### src/rtl/dma_seq_pkg.sv
package dma_seq_pkg;

  typedef enum logic [1:0] {
    SZ_LONG = 2'b00,
    SZ_BYTE = 2'b01,
    SZ_WORD = 2'b10,
    SZ_RSVD = 2'b11
  } xsize_e;

  typedef enum logic [1:0] {
    ST_IDLE = 2'd0,
    ST_RD   = 2'd1,
    ST_WR   = 2'd2
  } seq_st_e;

  // Byte width of a size code; the reserved code maps to zero.
  function automatic logic [2:0] size_bytes(input logic [1:0] code);
    case (code)
      SZ_LONG: return 3'd4;
      SZ_BYTE: return 3'd1;
      SZ_WORD: return 3'd2;
      default: return 3'd0;
    endcase
  endfunction

  function automatic logic [1:0] size_code(input logic [2:0] nbytes);
    case (nbytes)
      3'd4:    return SZ_LONG;
      3'd2:    return SZ_WORD;
      default: return SZ_BYTE;
    endcase
  endfunction

  // True when the low address bits break natural alignment for the code.
  function automatic logic misaligned(input logic [1:0] lo, input logic [1:0] code);
    case (code)
      SZ_LONG: return lo != 2'b00;
      SZ_WORD: return lo[0];
      default: return 1'b0;
    endcase
  endfunction

endpackage

### src/rtl/dma_size_pick.sv
module dma_size_pick
  import dma_seq_pkg::*;
#(
  parameter int CW = 16
) (
  input  logic          align_en,
  input  logic [1:0]    prog,
  input  logic [1:0]    addr_lo,
  input  logic [CW-1:0] remain,
  output logic [2:0]    acc_bytes
);

  localparam logic [CW-1:0] FOUR = CW'(4);
  localparam logic [CW-1:0] TWO  = CW'(2);

  always_comb begin
    if (!align_en) begin
      acc_bytes = size_bytes(prog);
    end else if (prog == SZ_LONG && addr_lo == 2'b00 && remain >= FOUR) begin
      acc_bytes = 3'd4;
    end else if ((prog == SZ_LONG || prog == SZ_WORD) && !addr_lo[0] && remain >= TWO) begin
      acc_bytes = 3'd2;
    end else begin
      acc_bytes = 3'd1;
    end
  end

endmodule

### src/rtl/dma_cfg_check.sv
module dma_cfg_check
  import dma_seq_pkg::*;
(
  input  logic       align_en,
  input  logic [1:0] src_code,
  input  logic [1:0] dst_code,
  input  logic [1:0] src_lo,
  input  logic [1:0] dst_lo,
  input  logic [1:0] count_lo,
  output logic       lead_src,
  output logic       err
);

  logic [1:0] lead_code, follow_code, lead_lo, follow_lo;
  logic       rsvd, count_ragged, lead_bad, follow_bad;

  always_comb begin
    lead_src    = size_bytes(src_code) >= size_bytes(dst_code);
    lead_code   = lead_src ? src_code : dst_code;
    follow_code = lead_src ? dst_code : src_code;
    lead_lo     = lead_src ? src_lo : dst_lo;
    follow_lo   = lead_src ? dst_lo : src_lo;
    rsvd        = (src_code == SZ_RSVD) || (dst_code == SZ_RSVD);
    case (lead_code)
      SZ_LONG: count_ragged = count_lo != 2'b00;
      SZ_WORD: count_ragged = count_lo[0];
      default: count_ragged = 1'b0;
    endcase
    lead_bad   = misaligned(lead_lo, lead_code) || count_ragged;
    follow_bad = misaligned(follow_lo, follow_code);
    err        = rsvd || follow_bad || (!align_en && lead_bad);
  end

endmodule

### src/rtl/dma_addr_ctr.sv
module dma_addr_ctr #(
  parameter int AW = 32
) (
  input  logic          clk,
  input  logic          rst_n,
  input  logic          load,
  input  logic [AW-1:0] load_addr,
  input  logic          step_en,
  input  logic [2:0]    step,
  output logic [AW-1:0] addr
);

  always_ff @(posedge clk or negedge rst_n) begin
    if (!rst_n) begin
      addr <= '0;
    end else if (load) begin
      addr <= load_addr;
    end else if (step_en) begin
      addr <= addr + AW'(step);
    end
  end

endmodule

### src/rtl/dma_align_seq.sv
module dma_align_seq
  import dma_seq_pkg::*;
#(
  parameter int AW = 32,
  parameter int CW = 16
) (
  input  logic          clk,
  input  logic          rst_n,
  input  logic          start,
  input  logic          align_en,
  input  logic [1:0]    src_size,
  input  logic [1:0]    dst_size,
  input  logic          src_inc,
  input  logic          dst_inc,
  input  logic [AW-1:0] src_addr,
  input  logic [AW-1:0] dst_addr,
  input  logic [CW-1:0] byte_count,
  output logic          busy,
  output logic          done,
  output logic          cfg_err,
  output logic          rd_valid,
  input  logic          rd_ready,
  output logic [AW-1:0] rd_addr,
  output logic [1:0]    rd_size,
  output logic          wr_valid,
  input  logic          wr_ready,
  output logic [AW-1:0] wr_addr,
  output logic [1:0]    wr_size
);

  localparam int NSIDE = 2;   // index 0 = source (read), 1 = destination (write)
  localparam int BW    = 3;   // beat counter, up to 4 beats per access

  seq_st_e              state;
  logic                 lead_src_q, align_q;
  logic [NSIDE-1:0][1:0] code_q;
  logic [NSIDE-1:0]     inc_q;
  logic [CW-1:0]        remain_q;
  logic [BW-1:0]        beat_q;
  logic                 done_q, err_q;

  logic [AW-1:0]        addr_w  [NSIDE];
  logic [AW-1:0]        init_w  [NSIDE];
  logic [NSIDE-1:0]     step_en_w;
  logic [2:0]           step_w  [NSIDE];
  logic [NSIDE-1:0]     fire_w;

  logic                 chk_lead_src, chk_err, accept;
  logic [1:0]           lead_code, follow_code, lead_lo;
  logic [2:0]           acc, follow_bytes, fb;
  logic [BW-1:0]        nbeats, rd_beats, wr_beats;
  logic [2:0]           rd_bytes, wr_bytes;
  logic                 last_rd, last_wr, access_end;

  // Start-time configuration check on the raw inputs.
  dma_cfg_check u_check (
    .align_en (align_en),
    .src_code (src_size),
    .dst_code (dst_size),
    .src_lo   (src_addr[1:0]),
    .dst_lo   (dst_addr[1:0]),
    .count_lo (byte_count[1:0]),
    .lead_src (chk_lead_src),
    .err      (chk_err)
  );

  assign accept = start && (state == ST_IDLE);

  always_comb begin
    lead_code   = lead_src_q ? code_q[0] : code_q[1];
    follow_code = lead_src_q ? code_q[1] : code_q[0];
    lead_lo     = lead_src_q ? addr_w[0][1:0] : addr_w[1][1:0];
  end

  // Access size from the lead address and the bytes left.
  dma_size_pick #(.CW(CW)) u_pick (
    .align_en  (align_q),
    .prog      (lead_code),
    .addr_lo   (lead_lo),
    .remain    (remain_q),
    .acc_bytes (acc)
  );

  always_comb begin
    follow_bytes = size_bytes(follow_code);
    fb           = (follow_bytes < acc) ? follow_bytes : acc;
    case (fb)
      3'd4:    nbeats = BW'(acc >> 2);
      3'd2:    nbeats = BW'(acc >> 1);
      default: nbeats = BW'(acc);
    endcase
    rd_bytes   = lead_src_q ? acc : fb;
    wr_bytes   = lead_src_q ? fb : acc;
    rd_beats   = lead_src_q ? BW'(1) : nbeats;
    wr_beats   = lead_src_q ? nbeats : BW'(1);
    fire_w[0]  = rd_valid && rd_ready;
    fire_w[1]  = wr_valid && wr_ready;
    last_rd    = (beat_q + BW'(1)) == rd_beats;
    last_wr    = (beat_q + BW'(1)) == wr_beats;
    access_end = fire_w[1] && last_wr;
  end

  assign init_w[0] = src_addr;
  assign init_w[1] = dst_addr;

  // One address counter per side; the lead steps once per access, the
  // follower once per beat.
  for (genvar s = 0; s < NSIDE; s++) begin : g_side
    logic is_lead;
    assign is_lead = (s == 0) ? lead_src_q : !lead_src_q;
    assign step_en_w[s] = is_lead ? (access_end && (align_q || inc_q[s]))
                                  : (fire_w[s] && inc_q[s]);
    assign step_w[s]    = is_lead ? acc : fb;

    dma_addr_ctr #(.AW(AW)) u_addr (
      .clk       (clk),
      .rst_n     (rst_n),
      .load      (accept),
      .load_addr (init_w[s]),
      .step_en   (step_en_w[s]),
      .step      (step_w[s]),
      .addr      (addr_w[s])
    );
  end

  always_ff @(posedge clk or negedge rst_n) begin
    if (!rst_n) begin
      state      <= ST_IDLE;
      lead_src_q <= 1'b1;
      align_q    <= 1'b0;
      code_q     <= '0;
      inc_q      <= '0;
      remain_q   <= '0;
      beat_q     <= '0;
      done_q     <= 1'b0;
      err_q      <= 1'b0;
    end else begin
      done_q <= 1'b0;
      case (state)
        ST_IDLE: begin
          if (start) begin
            lead_src_q <= chk_lead_src;
            align_q    <= align_en;
            code_q     <= {dst_size, src_size};
            inc_q      <= {dst_inc, src_inc};
            remain_q   <= byte_count;
            beat_q     <= '0;
            err_q      <= chk_err;
            if (chk_err || byte_count == '0) begin
              done_q <= 1'b1;
            end else begin
              state <= ST_RD;
            end
          end
        end
        ST_RD: begin
          if (fire_w[0]) begin
            if (last_rd) begin
              state  <= ST_WR;
              beat_q <= '0;
            end else begin
              beat_q <= beat_q + BW'(1);
            end
          end
        end
        ST_WR: begin
          if (fire_w[1]) begin
            if (last_wr) begin
              beat_q   <= '0;
              remain_q <= remain_q - CW'(acc);
              if (remain_q == CW'(acc)) begin
                state  <= ST_IDLE;
                done_q <= 1'b1;
              end else begin
                state <= ST_RD;
              end
            end else begin
              beat_q <= beat_q + BW'(1);
            end
          end
        end
        default: state <= ST_IDLE;
      endcase
    end
  end

  assign busy     = (state != ST_IDLE);
  assign done     = done_q;
  assign cfg_err  = err_q;
  assign rd_valid = (state == ST_RD);
  assign wr_valid = (state == ST_WR);
  assign rd_addr  = addr_w[0];
  assign wr_addr  = addr_w[1];
  assign rd_size  = size_code(rd_bytes);
  assign wr_size  = size_code(wr_bytes);

endmodule

### config.mk
export PLATFORM = sky130hd
export DESIGN_NAME = dma_align_seq
export DESIGN_NICKNAME = d
export VERILOG_FILES = /design/src/rtl/dma_seq_pkg.sv /design/src/rtl/dma_size_pick.sv /design/src/rtl/dma_cfg_check.sv /design/src/rtl/dma_addr_ctr.sv /design/src/rtl/dma_align_seq.sv
export SDC_FILE = /design/constraint.sdc
export NUM_CORES = 1
export LEC_CHECK = 0
export CORE_MARGIN = 1
export CORE_UTILIZATION = 51
export DETAILED_ROUTE_END_ITERATION = 16
export DONT_BUFFER_PORTS = 1
export PLACE_DENSITY = 0.66
export SYNTH_ARGS = -nofsm -noshare
export SYNTH_HDL_FRONTEND = slang
export SYNTH_SLANG_ARGS = --single-unit
### constraint.sdc
create_clock -name clk -period 9.1 [get_ports clk]
set_input_delay 0.91 -clock clk [delete_from_list [all_inputs] [get_ports clk]]
set_output_delay 0.91 -clock clk [all_outputs]
set_load 0.005 [all_outputs]
# After elaboration in Yosys (flattened, before gate mapping)
# Index checks and enable logic that the tools add are counted.
# op_classes
addsub,4
mul,0
div,0
n_lt_le_gt_ge,4
eq_ne,29
shifts,0
muxes,55
bitwise,0
n_reduce_logical,44
# ops
cell,count
32-bit two-way mux,4
32-bit by 3-bit adder with 32-bit output,2
16-bit two-way mux,3
3-bit case mux with 3 select lines,5
3-bit two-way mux,12
16-bit case mux with 2 select lines,1
2-bit two-way mux,14
2-bit equality test (second input constant),9
16-bit by 3-bit equality test with 1-bit output,1
16-bit by 2-bit greater-or-equal comparator with 1-bit output (second input constant),1
16-bit by 3-bit greater-or-equal comparator with 1-bit output (second input constant),1
16-bit zero test,1
2-bit zero test,8
16-bit by 3-bit subtractor with 16-bit output,1
2-bit nonzero test,7
1-bit logical AND,13
2-bit by 1-bit equality test with 1-bit output (second input constant),5
3-bit by 2-bit equality test with 1-bit output (second input constant),3
3-bit equality test (second input constant),3
1-bit logical OR,8
1-bit two-way mux,8
2-bit by 1-bit != test with 1-bit output (second input constant),4
1-bit case mux with 2 select lines,4
2-bit case mux with 2 select lines,2
other kinds (12),16
# totals
register_bits,95
latchBits,0
mem_bits_rw,0
mem_bits_ro,0
inputBits,92
output_inout_bits,73
word_cells,148
memories,0

# Logic depth before layout (Yosys ltp)
# logic_depth
ltp_word,19
ltp_mapped,27
mapped_depth_nobuf,25

# Cells and area by module
# A second synthesis with hierarchy kept.
# hier_totals
cells_unflattened,879
area_unflattened_um2,7410.9
# modules_own_cells
mod,instances,cells_per_inst,area_each_um2,seq_area_each_um2
dma_align_seq,1,360,2974.1,777.0
dma_addr_ctr at g_side[0].u_addr,1,248,2102.0,800.8
dma_addr_ctr at g_side[1].u_addr,1,227,1990.7,800.8
dma_cfg_check,1,28,191.4,0.0
dma_size_pick,1,16,152.6,0.0

# Worst setup path after synthesis
# OpenSTA, ideal clock, no wires.
# synth_timing
path_type,register to register
start,reg remain_q[7]
end,reg g_side[0].u_addr.addr[28]
setup_time_ns,0.126
arrival_ns,5.338
t_required_ns,8.974
setup_slack_ns,3.636
stages_incl_launch_ff,25
n_path_buf,1
period_less_slack_ns,5.464
cell_sequence,dfrtp_1 -> or4_4 -> nor4_4 -> o221ai_2 -> nand2_1 -> inv_1 -> ha_1 -> nor2b_1 -> nor2_1 -> o211ai_1 -> a21oi_1 -> a31o_2 -> ha_1 -> inv_1 -> fa_1 -> inv_1 -> a21o_1 -> or3b_2 -> or2_2 -> clkbuf_1 -> or3_1 -> nor2_1 -> nand2_1 -> o22ai_1 -> a21oi_1
# synth_between
elab_chain_cells,15
elab_cells_between_ends,22
classes_between,add/sub (1); order compare (3); eq/ne (3); mux (10); reduce/logical (5)
# synth_rtl
element,line,text
"start, declared",dma_align_seq.sv:38,logic [CW-1:0] remain_q;
"start signal, assigned",dma_align_seq.sv:146,remain_q <= byte_count;
"start signal, assigned",dma_align_seq.sv:170,remain_q <= remain_q - CW'(acc);
16-bit by 2-bit greater-or-equal comparator with 1-bit output,dma_size_pick.sv:21,end else if ((prog == SZ_LONG || prog == SZ_WORD) && !addr_lo[0] && remain >= TWO) begin
1-bit logical AND,dma_size_pick.sv:21,
2-bit two-way mux,dma_size_pick.sv:21,
3-bit two-way mux (*),dma_size_pick.sv:19,end else if (prog == SZ_LONG && addr_lo == 2'b00 && remain >= FOUR) begin
3-bit two-way mux (*),dma_size_pick.sv:17,if (!align_en) begin
"parallel branches: the longest is 10 deep, another holds 32-bit by 3-bit adder with 32-bit output",-,
"end signal, assigned",dma_addr_ctr.sv:17,addr <= load_addr;
"end signal, assigned",dma_addr_ctr.sv:19,addr <= addr + AW'(step);
"end, declared",dma_addr_ctr.sv:10,output logic [AW-1:0] addr
# Mark *: on every way between the ends. The select of a mux whose other input is x is not followed.
# A chain may end at the register's enable or synchronous reset.

# Final worst setup path
# layout_timing
start,reg remain_q[6]
end,reg g_side[0].u_addr.addr[28]
# The elaborated chain is that of the path after synthesis.

==> results.md <==
- Core ar.: 0.0127 sq mm
- Number of inserted diodes: 0
- Post-synthesis instance area: 0.00666 sq mm
- Total of flip-flops plus latches after synthesis: 95
- Fin worst setup slack: 2970 ps
- Instance area at placement: 0.00673 sq mm
- Synthesis-to-layout area growth: 5.64%
- CP arrival: 6340 ps
- IR Drop Worst-Case VDD: 0.000192 V
- Avg Inst Size Synth: 8.13 sq um
- Critical Path, Cell by Cell: or4_4 -> nor4_4 -> o221ai_2 -> nand2_1 -> inv_1 -> ha_1 -> nor2b_1 -> nor2_1 -> o211ai_1 -> a21oi_1 -> nor2_1 -> a21oi_1 -> inv_1 -> fa_1 -> inv_1 -> a21o_1 -> or3b_2 -> or2_2 -> or3_1 -> nor2_1 -> nand2_1 -> o22ai_1 -> a21oi_1
- Number of hold-repair buffers added at the cts stage: 0
- Post-detailed-placement half-perimeter wirelength: 13.3 mm
- Total setup buffers inserted after CTS: 0
- All-Layer GR Usage: 0.281
- Final worst path period need: 6130 ps
- Required time reported for the critical path endpoint: 9320 ps
- Clock sink count: 95
- Detail Route Antenna Nets: 0
- Stage delay of the slowest cell on the critical path: 580 ps
- Post-Route Setup TNS: 0 ps
- Wirelength per Cell: 19.1 um
- Clock slew seen by the registers of the worst setup and hold paths: 70 ps
- Clock tree root driver cell: clkbuf_16
- Crit path to: g_side[0].u_addr.addr[28]
- Number of enable flip-flop cells after synthesis: 0
- Hold Path Class: in2async
- Initial cell density of the core: 0.525
- Pin slew with the least headroom to its limit: 910 ps
- Wire length of the first global-routing pass: 29.2 mm
- Skew final: 15.0 ps
- Asr flop ratio synth: 1.00
- Register-to-Register Path Depth: 23
- Vias after detailed routing: 6090
- Number of unique standard cell types used by synthesis: 78
- Launch instance of the worst register-to-register path: remain_q[6]
- Iteration count of the initial detailed-routing pass: 5
- Gates resized, CTS repair: 0
- Crit-path slowest cell: or4_4
- Rel. slew slack: 0.391
- Critical path capture point type: flip-flop
- Static Leakage: 0.00287 uW
- Power per cell area: 425 mW/mm^2
- Starting DRC count in detailed routing: 408
- Total length of routed wires: 18.5 mm
- CP Launch Point: remain_q[6]
- Kind of critical path: reg2reg
- Worst hold-check slack: 238 ps
- Die boundary height: 116 um
- Cell area after layout: 0.00703 sq mm
- Main synth FF type: dfrtp_1
- Site Rows: 41
- Fill cell instance count of the final layout: 1223
- Stages on the worst setup path: 23
- Area taken by multi-input logic gates: 0.00399 sq mm
- Critical path fanouts, max: 7
- Nets@finish: 909
- Setup slack, reg-to-reg: 2970 ps
- H-tree depth: 3
- Maximum number of pins on one net before global-route repair: 96
- Top cell family by delay on the critical path: simple AND/OR/NAND/NOR gates
- Gpl congestion: 0.879
- Highest achievable clock rate: 163 MHz
- Ratio of final minimum period to clock period: 0.673
- TritonCTS clock tree: done
- Fraction of final layout cells sized beyond drive strength 1: 0.0638
- Worst-case clock buffer depth: 2
- Setup-failing EPs final: 0
- Seq/Total Area, Yosys: 0.357
- Launching element type of the critical path: flip-flop
- Buffers & Inverters on Critical Path: 3
- Max-cap check violation count: 0
- Result of the run: finished clean
- Grt total ovfl: 0
- Clock latency reported for the late side of the worst-skew pair: 370 ps
- Vias in the first global route: 5759
- Number of standard cells in the layout, taps in and fillers out: 971
- Pre-CTS WS: 3040 ps
- FF/Latch Area: 0.00238 sq mm
- RSZ-0062 raised after global routing: no
- Final Hold Vio Count: 0
- Initial antenna violation count: 0
- Number of synthesis warnings: 0
- Clock buffer count from CTS: 9
- Final Max Tran Viols: 0
- Vias/cell: 6.27
- Net count after synthesis: 934
- DRC violations left: 0
- Overall die area: 0.0135 sq mm
- Boundary Pins: 165
- Number of placed instances, taps included: 955
- Total of buffers placed on input and output ports: 0
- Floorplan die width: 116 um
- Cell count after synthesis: 819
- Crit Reg-Reg Endpoint: g_side[0].u_addr.addr[28]
[cells by family (layout without fill, tap and decap cells)]
group / after synthesis / after routing / synth area share
and+or+nand+nor: 327 / 327 / 0.235
DFF: 95 / 95 / 0.357
xor gates and xnor gates: 37 / 37 / 0.0487
buffers and inverters: 69 / 49 / 0.0436
muxes: 16 / 16 / 0.0291
AOI/OAI and AO/OA: 252 / 252 / 0.240
adders and majority gates: 23 / 23 / 0.0466
[Yosys cell counts, types with 4 or more instances]
cell type  number  area [sq um]
o21bai_1        4          30.0
o21ai_0        66           330
nor2b_1        10          62.6
buf_2           7          35.0
o31ai_1         5          37.5
nand2b_1        8          50.1
nor3_1         11          55.1
xnor2_1        12           105
nor2_1         60           225
nand4_1        12          75.1
o211ai_1        6          45.0
nor4_1         10          62.6
o22ai_1        18           113
inv_1          27           101
a211oi_1       13          97.6
and3_1         13          81.3
nor3b_1         4          30.0
a22oi_1         4          30.0
nand2_1       140           526
dfrtp_1        94          2350
a311oi_1        4          35.0
clkbuf_1       28           105
a21oi_1        82           410
nand3_1        24           120
ha_1           20           250
and2_1          5          31.3
a21o_1          9          67.6
or2_2           6          37.5
mux2i_1        10           100
xor2_1         25           219
or3_1           7          43.8
[how the worst min path moves through the flow]
stage                         start                  endpoint  cells after the start
after global routing          rst_n                 code_q[1]                      0
final                         rst_n  g_side[1].u_addr.addr[2]                      0
after CTS                     rst_n  g_side[1].u_addr.addr[9]                      0
after floorplan            inc_q[1]                  inc_q[1]                      2
after global placement    beat_q[1]                 beat_q[1]                      2
after detailed placement   inc_q[1]                  inc_q[1]                      2
[cells in the final DEF, fill, tap and decap left out, types with 5 or more instances in the layout]
| master | instances |
|---|---|
| nor3_1 | 11 |
| xor2_1 | 25 |
| or2_2 | 6 |
| xnor2_1 | 12 |
| nand3_1 | 24 |
| o31ai_1 | 5 |
| a21o_1 | 9 |
| dfrtp_1 | 94 |
| nand4_1 | 12 |
| a211oi_1 | 13 |
| o211ai_1 | 6 |
| nand2b_1 | 8 |
| buf_4 | 5 |
| o22ai_1 | 18 |
| nand2_1 | 139 |
| nor4_1 | 10 |
| o21ai_0 | 66 |
| clkbuf_16 | 9 |
| or3_1 | 7 |
| inv_1 | 27 |
| ha_1 | 20 |
| a21oi_1 | 82 |
| nor2b_1 | 10 |
| nor2_1 | 60 |
| mux2i_1 | 10 |
| and3_1 | 13 |
[worst reg2reg max path, cell delays in order, from the launching register on]
cell and delay [ps]:
dfrtp_1 430, or4_4 580, nor4_4 370, o221ai_2 160, nand2_1 220, inv_1 160, ha_1 230, nor2b_1 140
nor2_1 220, o211ai_1 210, a21oi_1 310, nor2_1 70, a21oi_1 220, inv_1 120, fa_1 440, inv_1 70
a21o_1 150, or3b_2 510, or2_2 380, or3_1 440, nor2_1 160, nand2_1 110, o22ai_1 190, a21oi_1 90
[layer usage]
layer | track usage | part of all wire | vias up
met5 | 0 | 0 | -
met4 | 0.122 | 0.027 | 0
met3 | 0.0908 | 0.077 | 34
met2 | 0.444 | 0.47 | 193
met1 | 0.351 | 0.42 | 2968
li1 | - | - | 2895
[through the flow]
stage / power [uW] / util
after global placement: 2530 / 0.531
after global routing: 3260 / 0.555
after detailed placement: 2570 / 0.531
after CTS: 2980 / 0.555
final: 2990 / 0.555
after floorplan: 2180 / -
[flip-flops by register name (all words and copies together), names as in the netlist]
| signal | cells |
|---|---|
| g_side.u_addr.addr | 64 |
| remain_q | 16 |
| code_q | 4 |
| beat_q | 3 |
| inc_q | 2 |
| state | 2 |
| align_q | 1 |
| cfg_err | 1 |
| done | 1 |
| g_side.is_lead | 1 |
[layout make-up]
type                            instances  share of cell area
Inverter                               28              0.0149
Clock inverter                          6              0.0107
Timing Repair Buffer                    5             0.00534
Clock buffer                           10              0.0326
Multi-Input combinational cell        655               0.568
Tap cell                              172              0.0306
Sequential cell                        95               0.338
[where the power goes]
group	leakage [uW]	switching (uW)	internal, uW
Sequential	0.00113	317	626
Combinational	0.00160	1000	644
Clock	0.000146	184	218
Total	0.00287	1500	1490
No activity file was read; power rests on OpenSTA's default activity.
